## src/rtl/shtmr_pkg.sv

```systemverilog
// Shared types and register addresses for the shared-counter timer.
// Assumes the data width is at least 8 bits so the control word fits.
package shtmr_pkg;

    localparam logic [2:0] A_CTRL  = 3'd0;
    localparam logic [2:0] A_START = 3'd1;
    localparam logic [2:0] A_MOD   = 3'd2;
    localparam logic [2:0] A_CMP   = 3'd3;
    localparam logic [2:0] A_CAP   = 3'd4;
    localparam logic [2:0] A_COVF  = 3'd5;
    localparam logic [2:0] A_STAT  = 3'd6;
    localparam logic [2:0] A_CNT   = 3'd7;

    localparam logic [1:0] SRC_SYS = 2'b01;

    typedef struct packed {
        logic [1:0] edge_sel;   // bit0 rising, bit1 falling
        logic       rst_on_cap;
        logic [2:0] ps;
        logic [1:0] src;
    } ctrl_t;

endpackage

```

## src/rtl/shtmr_prescaler.sv

```systemverilog
// Power-of-two tick generator. Emits one tick every 2^ps clocks while run is
// high; the divider restarts from zero whenever run is low.
module shtmr_prescaler #(
    parameter int PS_W = 3
) (
    input  logic            clk,
    input  logic            rst_n,
    input  logic            run,
    input  logic [PS_W-1:0] ps,
    output logic            tick
);
    localparam int DIV_W = (1 << PS_W) - 1;

    logic [DIV_W-1:0] pdiv;
    logic [DIV_W-1:0] mask;

    assign mask = ~({DIV_W{1'b1}} << ps);
    assign tick = run && ((pdiv & mask) == mask);

    // Free-running divider, cleared while the counter is stopped.
    always_ff @(posedge clk) begin
        if (!rst_n || !run) pdiv <= '0;
        else                pdiv <= pdiv + DIV_W'(1);
    end
endmodule

```

## src/rtl/shtmr_capture.sv

```systemverilog
// Input synchronizer and edge selector. Assumes cap_in is asynchronous;
// evt is a one-cycle pulse two clocks after the input changes.
module shtmr_capture #(
    parameter int SYNC_N = 2
) (
    input  logic       clk,
    input  logic       rst_n,
    input  logic       cap_in,
    input  logic [1:0] edge_sel,
    output logic       evt
);
    logic [SYNC_N-1:0] sync_q;
    logic              prev_q;
    logic              lvl;

    assign lvl = sync_q[SYNC_N-1];
    assign evt = (lvl && !prev_q && edge_sel[0]) || (!lvl && prev_q && edge_sel[1]);

    // Synchronizer chain plus one delay stage for edge detection.
    always_ff @(posedge clk) begin
        if (!rst_n) begin
            sync_q <= '0;
            prev_q <= 1'b0;
        end else begin
            sync_q <= {sync_q[SYNC_N-2:0], cap_in};
            prev_q <= lvl;
        end
    end
endmodule

```

## src/rtl/shtmr_counter.sv

```systemverilog
// Shared counter with working copies of start, modulo and compare.
// The working copies load from the shadows at a wrap or while stopped.
// Assumes start <= modulo in any programmed configuration.
module shtmr_counter #(
    parameter int W = 16
) (
    input  logic         clk,
    input  logic         rst_n,
    input  logic         run,
    input  logic         tick,
    input  logic         cap_rst,
    input  logic [W-1:0] sh_start,
    input  logic [W-1:0] sh_mod,
    input  logic [W-1:0] sh_cmp,
    output logic [W-1:0] cnt,
    output logic [W-1:0] act_start,
    output logic [W-1:0] act_mod,
    output logic [W-1:0] act_cmp,
    output logic         wrap
);
    assign wrap = run && tick && !cap_rst && (cnt == act_mod);

    // Count, reload on wrap or capture, and adopt shadows at period borders.
    always_ff @(posedge clk) begin
        if (!rst_n) begin
            cnt       <= '0;
            act_start <= '0;
            act_mod   <= '1;
            act_cmp   <= '0;
        end else if (!run) begin
            cnt       <= sh_start;
            act_start <= sh_start;
            act_mod   <= sh_mod;
            act_cmp   <= sh_cmp;
        end else if (cap_rst) begin
            cnt <= act_start;
        end else if (wrap) begin
            cnt       <= sh_start;
            act_start <= sh_start;
            act_mod   <= sh_mod;
            act_cmp   <= sh_cmp;
        end else if (tick) begin
            cnt <= cnt + W'(1);
        end
    end
endmodule

```

## src/rtl/shared_timer.sv

```systemverilog
// Top of the shared-counter timer: register port, capture latch, overflow
// count, status flags and PWM compare. Reads are combinational; a read of the
// capture register clears the valid and overrun flags.
module shared_timer #(
    parameter int W    = 16,
    parameter int PS_W = 3
) (
    input  logic         clk,
    input  logic         rst_n,
    input  logic         wr_en,
    input  logic [2:0]   wr_addr,
    input  logic [W-1:0] wr_data,
    input  logic         rd_en,
    input  logic [2:0]   rd_addr,
    output logic [W-1:0] rd_data,
    input  logic         cap_in,
    output logic         pwm_out
);
    import shtmr_pkg::*;

    ctrl_t        ctrl;
    logic [W-1:0] sh_start, sh_mod, sh_cmp;
    logic [W-1:0] cnt, act_start, act_mod, act_cmp;
    logic [W-1:0] cap_val, cap_ovf, ovf_cnt;
    logic         run, tick, cap_evt, cap_rst, wrap, rd_cap;
    logic         valid, overrun;

    assign run     = (ctrl.src == SRC_SYS);
    assign cap_rst = cap_evt && ctrl.rst_on_cap;
    assign rd_cap  = rd_en && (rd_addr == A_CAP);
    assign pwm_out = (cnt < act_cmp);

    shtmr_prescaler #(.PS_W(PS_W)) u_pre (
        .clk(clk), .rst_n(rst_n), .run(run), .ps(ctrl.ps), .tick(tick)
    );

    shtmr_capture #(.SYNC_N(2)) u_cap (
        .clk(clk), .rst_n(rst_n), .cap_in(cap_in),
        .edge_sel(ctrl.edge_sel), .evt(cap_evt)
    );

    shtmr_counter #(.W(W)) u_cnt (
        .clk(clk), .rst_n(rst_n), .run(run), .tick(tick), .cap_rst(cap_rst),
        .sh_start(sh_start), .sh_mod(sh_mod), .sh_cmp(sh_cmp),
        .cnt(cnt), .act_start(act_start), .act_mod(act_mod),
        .act_cmp(act_cmp), .wrap(wrap)
    );

    // Control and shadow register writes.
    always_ff @(posedge clk) begin
        if (!rst_n) begin
            ctrl     <= '0;
            sh_start <= '0;
            sh_mod   <= '1;
            sh_cmp   <= '0;
        end else if (wr_en) begin
            case (wr_addr)
                A_CTRL:  ctrl     <= ctrl_t'(wr_data[7:0]);
                A_START: sh_start <= wr_data;
                A_MOD:   sh_mod   <= wr_data;
                A_CMP:   sh_cmp   <= wr_data;
                default: ;
            endcase
        end
    end

    // Wraps since the last capture; latched and restarted on each capture.
    always_ff @(posedge clk) begin
        if (!rst_n || !run) ovf_cnt <= '0;
        else if (cap_evt)   ovf_cnt <= wrap ? W'(1) : '0;
        else if (wrap)      ovf_cnt <= ovf_cnt + W'(1);
    end

    // Capture latch and status flags.
    always_ff @(posedge clk) begin
        if (!rst_n) begin
            cap_val <= '0;
            cap_ovf <= '0;
            valid   <= 1'b0;
            overrun <= 1'b0;
        end else begin
            if (cap_evt) begin
                cap_val <= cnt;
                cap_ovf <= ovf_cnt;
            end
            valid   <= cap_evt || (valid && !rd_cap);
            overrun <= (cap_evt && valid && !rd_cap) || (overrun && !rd_cap);
        end
    end

    // Read multiplexer.
    always_comb begin
        case (rd_addr)
            A_CTRL:  rd_data = {{(W-8){1'b0}}, ctrl};
            A_START: rd_data = sh_start;
            A_MOD:   rd_data = sh_mod;
            A_CMP:   rd_data = sh_cmp;
            A_CAP:   rd_data = cap_val;
            A_COVF:  rd_data = cap_ovf;
            A_STAT:  rd_data = {{(W-2){1'b0}}, overrun, valid};
            default: rd_data = cnt;
        endcase
    end
endmodule

```

## config.mk

```make
export PLATFORM = sky130hd
export DESIGN_NAME = shared_timer
export DESIGN_NICKNAME = d
export VERILOG_FILES = /design/src/rtl/shtmr_pkg.sv /design/src/rtl/shtmr_prescaler.sv /design/src/rtl/shtmr_capture.sv /design/src/rtl/shtmr_counter.sv /design/src/rtl/shared_timer.sv
export SDC_FILE = /design/constraint.sdc
export NUM_CORES = 1
export LEC_CHECK = 0
export ABC_AREA = 1
export BUFFER_PORTS_ARGS = -buffer_cell sky130_fd_sc_hd__buf_2
export CORE_MARGIN = 5
export CORE_UTILIZATION = 45
export CTS_CLUSTER_DIAMETER = 100
export CTS_CLUSTER_SIZE = 24
export DETAILED_ROUTE_END_ITERATION = 10
export PLACE_DENSITY = 0.62
export SYNTH_ARGS = -nofsm -noshare
export SYNTH_HDL_FRONTEND = slang
export SYNTH_SLANG_ARGS = --single-unit
```

## constraint.sdc

```tcl
create_clock -name clk -period 2 [get_ports clk]
set_input_delay 0.4 -clock clk [delete_from_list [all_inputs] [get_ports clk]]
set_output_delay 0.4 -clock clk [all_outputs]
set_load 0.02 [all_outputs]
```

---- After elaboration in Yosys (flattened, before gate mapping) ----
Cells that the tools add are included.
word-level totals
  bits of input ports ..................... 27
  logic and storage cells ................. 90
  output and inout port bits .............. 17
  register bits ........................... 180
cells by class
  reductions and logical operators ........ 32
  muxes and demuxes ....................... 17
  eq/ne operators ......................... 15
  bitwise gates (word level) .............. 2
  $add $sub $neg .......................... 3
  magnitude comparators ................... 1
  shifts and indexed selects .............. 1
operators by type and width
  kind                                                                   number
  16-bit two-way mux                                                     15
  16-bit case mux with 7 select lines                                    1
  16-bit by 1-bit adder with 16-bit output, second input constant        2
  16-bit equality test                                                   1
  16-bit less-than comparator                                            1
  1-bit logical AND                                                      14
  3-bit by 2-bit equality test with 1-bit output, second input constant  4
  2-bit AND reduction                                                    5
  3-bit equality test, second input constant                             3
  7-bit by 1-bit adder with 7-bit output, second input constant          1
  7-bit bitwise AND                                                      1
  7-bit equality test                                                    1
  7-bit NOT                                                              1
  7-bit by 3-bit << shifter with 7-bit output, first input constant      1
  3-bit by 1-bit equality test with 1-bit output, second input constant  2
  1-bit logical NOT                                                      6
  3-bit logical NOT                                                      2
  1-bit logical OR                                                       4
  2-bit != test, second input constant                                   2
  4-bit != test, second input constant                                   1
  2-bit by 1-bit equality test with 1-bit output, second input constant  1
  2-bit nonzero test                                                     1
  1-bit two-way mux                                                      1

---- Depth between registers and ports, before layout ----
  depth in word-level cells ............... 11
  gate-level depth with buffers ........... 16
  mapped depth without buffers ............ 15

---- Cells and area by module ----
Synthesis repeated with hierarchy kept, for this count alone.
second synthesis, totals
  cell total of the unflattened synthesis .. 1310
  area, all modules ....................... 8973.6 um^2
by module, submodules not included
  module           area each (um^2)  cells an instance  sequential area each (um^2)  instances
  shared_timer     5116.2            720                2122.0                       1
  shtmr_counter    3403.3            525                1281.2                       1
  shtmr_prescaler  350.3             51                 140.1                        1
  shtmr_capture    103.8             14                 60.1                         1

---- Least setup slack after synthesis ----
OpenSTA, ideal clock, no wires.
  path kind ............................... in2out
  start ................................... input rd_addr[2]
  end ..................................... output rd_data[12]
  setup slack ............................. 38 ps
  stages on the path ...................... 4
  data required time ...................... 1600 ps
  path buffers ............................ 0
  arrival ................................. 1562 ps
  path through ............................ inv_1 nor3_2 clkinv_1 o2111ai_1
between the ends
  longest elaborated chain between the ends .. 2
  elaborated cells on any way between the ends .. 8
  those cells by class .................... eq/ne: 6; mux: 1; reduce/logical: 1
ends and longest elaborated chain
  element                                      line                RTL
  from (decl)                                  shared_timer.sv:14  input logic [2:0] rd_addr,
  3-bit equality test (tied with other cells)  shared_timer.sv:93  case (rd_addr)
  16-bit case mux with 7 select lines (*)      shared_timer.sv:93
  to (decl)                                    shared_timer.sv:15  output logic [W-1:0] rd_data,
Mark *: on every way between the ends. The rest lies on a longest branch, timed or not.

---- Final worst setup path ----
  start ................................... register u_cnt.cnt[1]
  end ..................................... output pwm_out
between the ends
  longest elaborated chain between the ends .. 1
ends and longest elaborated chain
  element                      line                 RTL
  from (decl)                  shtmr_counter.sv:15  output logic [W-1:0] cnt,
  from (signal assigned)       shtmr_counter.sv:31  cnt <= sh_start;
  from (signal assigned)       shtmr_counter.sv:36  cnt <= act_start;
  from (signal assigned)       shtmr_counter.sv:38  cnt <= sh_start;
  16-bit less-than comparator  shared_timer.sv:31   assign pwm_out = (cnt < act_cmp);
  to (decl)                    shared_timer.sv:17   output logic pwm_out
Every way passes these cells.

==> flow_summary.json <==
{
  "min_path_type": "in2reg",
  "final_antenna_net_count": 0,
  "max-slew-margin-rel_pct": 65.0,
  "syn_inst": 1248,
  "drt_wl_total_mm": 26.9,
  "dp_hpwl_mm": 19.7,
  "finalSetupViolations": 1,
  "synth_edf_count": 0,
  "busiest_layer": "met2",
  "initial_core_util_pct": 45.8,
  "tightest_slew_ps": 524,
  "numPortBuffers": 43,
  "drv_slew": 0,
  "postCtsHoldBufs": 0,
  "pin_count": 44,
  "fin_area_um2": 10800,
  "arrival_ps": 1940,
  "cts_tree": "yes",
  "max_stage_delay_ps": 360,
  "violations": "negative setup slack",
  "critPathMaxFanout": 2,
  "min_period_ps": 2340,
  "final_hold_viol_count": 0,
  "fin_crit_sh_pct": 117,
  "synthArstFlopShare_pct": 0,
  "numCtsBuffers": 17,
  "dieArea_um2": 22800,
  "leakage_nw": 4.48,
  "ys_ff_latch": 180,
  "clockRootBuffer": "clkbuf_16",
  "p_sw_mw": 2.23,
  "seq_power_share_pct": 46.9,
  "die_w_um": 151,
  "ys_seq_area_share_pct": 40.3,
  "critical_path.reg2reg.startpoint": "u_cnt.cnt[1]$_SDFFE_PN0P_",
  "p_sw_share_pct": 27.6,
  "gr-usage-met2_pct": 37.1,
  "vias": 8680,
  "ir_drop_mv": 0.628,
  "wl_per_cell_um": 16.6,
  "dp.cells": 1574,
  "fin_skew_ps": 17.3,
  "yosys_warnings": 0,
  "crit_buf_inv": 1,
  "grt_pass1_wl_mm": 42.2,
  "maxCapViolations": 0,
  "status": "finished with violations",
  "remaining_drc_errors": 0,
  "pwr-share-comb_pct": 11.8,
  "drtPass1Iterations": 5,
  "vias_per_cell": 5.37,
  "pwr-share-clk_pct": 41.4,
  "nets": 1383,
  "num_antenna_cells": 0,
  "powerDensity_nw_per_um2": 749,
  "p_int_mw": 5.86,
  "maxClockFrequency_mhz": 428,
  "crit_family": "compound AO/OA/AOI/OAI gates",
  "antenna_found_initial": 0,
  "rsz0062_at_grt": "true",
  "grt_overflow": 0,
  "place_area_um2": 9890,
  "use_met1_pct": 33.6,
  "start_kind": "flop",
  "synthFlopType": "dfxtp_1",
  "clockBufferDepth": 2,
  "synthDistinctLibCells": 45,
  "finalWorstSetupSlack_ps": -338,
  "grt_max_degree": 91,
  "place_congestion": 0.905,
  "synth_area_um2": 8950,
  "cp.required_ps": 1600,
  "utilization_pct": 55.4,
  "cts_sinks": 180,
  "htreeDepth": 4,
  "core_um2": 19500,
  "final_cell_mix": "nand2_1 (202), dfxtp_1 (165), a21oi_1 (164), inv_1 (150), o21ai_0 (123)",
  "avgSynthCellArea_um2": 7.17,
  "critical_path_class": "reg2out",
  "finalNonFillerCells": 1616,
  "clkLatencyLatePin_ps": 440,
  "drt_iter0_drc": 748,
  "drive_above_1_share_pct": 19.2,
  "path_cells": "ha_4, a21boi_2, o211ai_1, nand2_1, nand4_1, o211ai_1, a21oi_2, buf_6",
  "final_common_cell": "nand2_1",
  "clk_pin_slew_ps": 70,
  "grtUsageMet3_pct": 4.28,
  "critPathSlowestCell": "dfxtp_4",
  "startpoint": "u_cnt.cnt[1]$_SDFFE_PN0P_",
  "min_from": "cap_in",
  "track_usage_pct": 23.8,
  "synth_nets": 1293,
  "end_kind": "primary output",
  "cp_common_cell": "o211ai_1",
  "grt_pass1_vias": 7884,
  "num_rows": 51,
  "syn_to_final_growth_pct": 20.8,
  "die_h_um": 151
}
==> power groups by stage <==
stage	Sequential [mW]	Clock (mW)	Combinational, mW
2_1_floorplan	3.84	0	0.560
3_3_place_gp	3.87	0	0.872
3_5_place_dp	3.87	0	0.878
4_1_cts	3.79	3.39	0.903
5_1_grt	3.81	3.54	1.05
6_report	3.80	3.35	0.954
==> path summary, 6_finish.rpt <==
check                           cells after the start                    endpoint  slack (ps)
worst min register to register                      2  u_cap.sync_q[1]$_SDFF_PN0_         410
worst max register to register                     14   u_cnt.cnt[1]$_SDFFE_PN0P_          90
worst min-delay path                                3  u_cap.sync_q[0]$_SDFF_PN0_         160
worst max-delay path                                8                     pwm_out        -340
==> synthesized netlist by cell type, types with 11 or more instances <==
master	count	area, µm²
a21oi_1	172	861
clkbuf_1	44	165
dfxtp_1	180	3600
ha_1	18	225
inv_1	159	597
inv_2	11	41.3
nand2_1	209	785
nand3_1	48	240
nand4_1	28	175
nor2_1	69	259
nor3_1	12	60.1
o211ai_1	18	135
o21ai_0	125	626
o21ai_1	26	130
o22ai_1	27	169
xor2_1	21	184
==> final cells by class <==
type	count	area, µm²
clock buffers	18	439
clock inverters	14	141
fillers	1899	8710
inverters	175	682
multi-input cells	829	4520
flip-flops and latches	180	3630
well taps	265	332
repair buffers	134	1070
repair inverters	1	7.51
==> stage by stage <==
stage | TNS [ps] | total power [mW] | worst slack (ps) | hold WS (ps)
after floorplan | 0 | 4.40 | 38.3 | 390
after global placement | -148 | 4.74 | -67.4 | 395
after detailed placement | -295 | 4.75 | -66.9 | 405
after CTS | -427 | 8.08 | -417 | 142
after global routing | -500 | 8.39 | -430 | 154
final | -338 | 8.10 | -338 | 156
==> cells by family (layout without fill, tap and decap cells) <==
logic type,after synthesis,in the layout,share of synthesized area (%)
AO/OA/AOI/OAI,401,401,24.7
buffers and inverters,239,342,11.0
adder cells (fa/ha/maj),18,18,2.52
AND/OR/NAND/NOR,384,384,19.0
flip-flops,180,180,40.3
XOR/XNOR,26,26,2.54
==> flip-flops by register name, summed over array words and instances (netlist names) <==
| register | cells |
|---|---|
| u_cap.prev_q | 1 |
| cap_ovf | 16 |
| sh_cmp | 16 |
| cap_val | 16 |
| valid | 1 |
| u_cnt.act_start | 16 |
| u_cnt.cnt | 16 |
| ctrl | 8 |
| overrun | 1 |
| u_cnt.act_mod | 16 |
| u_pre.pdiv | 7 |
| ovf_cnt | 16 |
| u_cap.sync_q | 2 |
| u_cnt.act_cmp | 16 |
| sh_start | 16 |
| sh_mod | 16 |
==> routing by layer <==
layer,share of wire [%],vias up,routed length [µm]
li1,-,4370,-
met1,46,4027,12300
met2,46,240,12400
met3,5.7,43,1530
met4,2.3,0,614
met5,0,-,0
==> timing repair <==
item,CTS,global route
pin swaps,4,23
buffers inserted,2,8
resized for setup,18,71
endpoints found under the setup margin,13,78
gates cloned,0,1
endpoints found under the hold margin,0,0
==> worst reg2reg max path: cells and delay by family, from the launching register on <==
kind	cells	cell delay, ps
flip-flops	1	370
AND/OR/NAND/NOR	11	990
AO/OA/AOI/OAI	1	230
buffers and inverters	2	220
No activity file was read; power rests on OpenSTA's default activity.
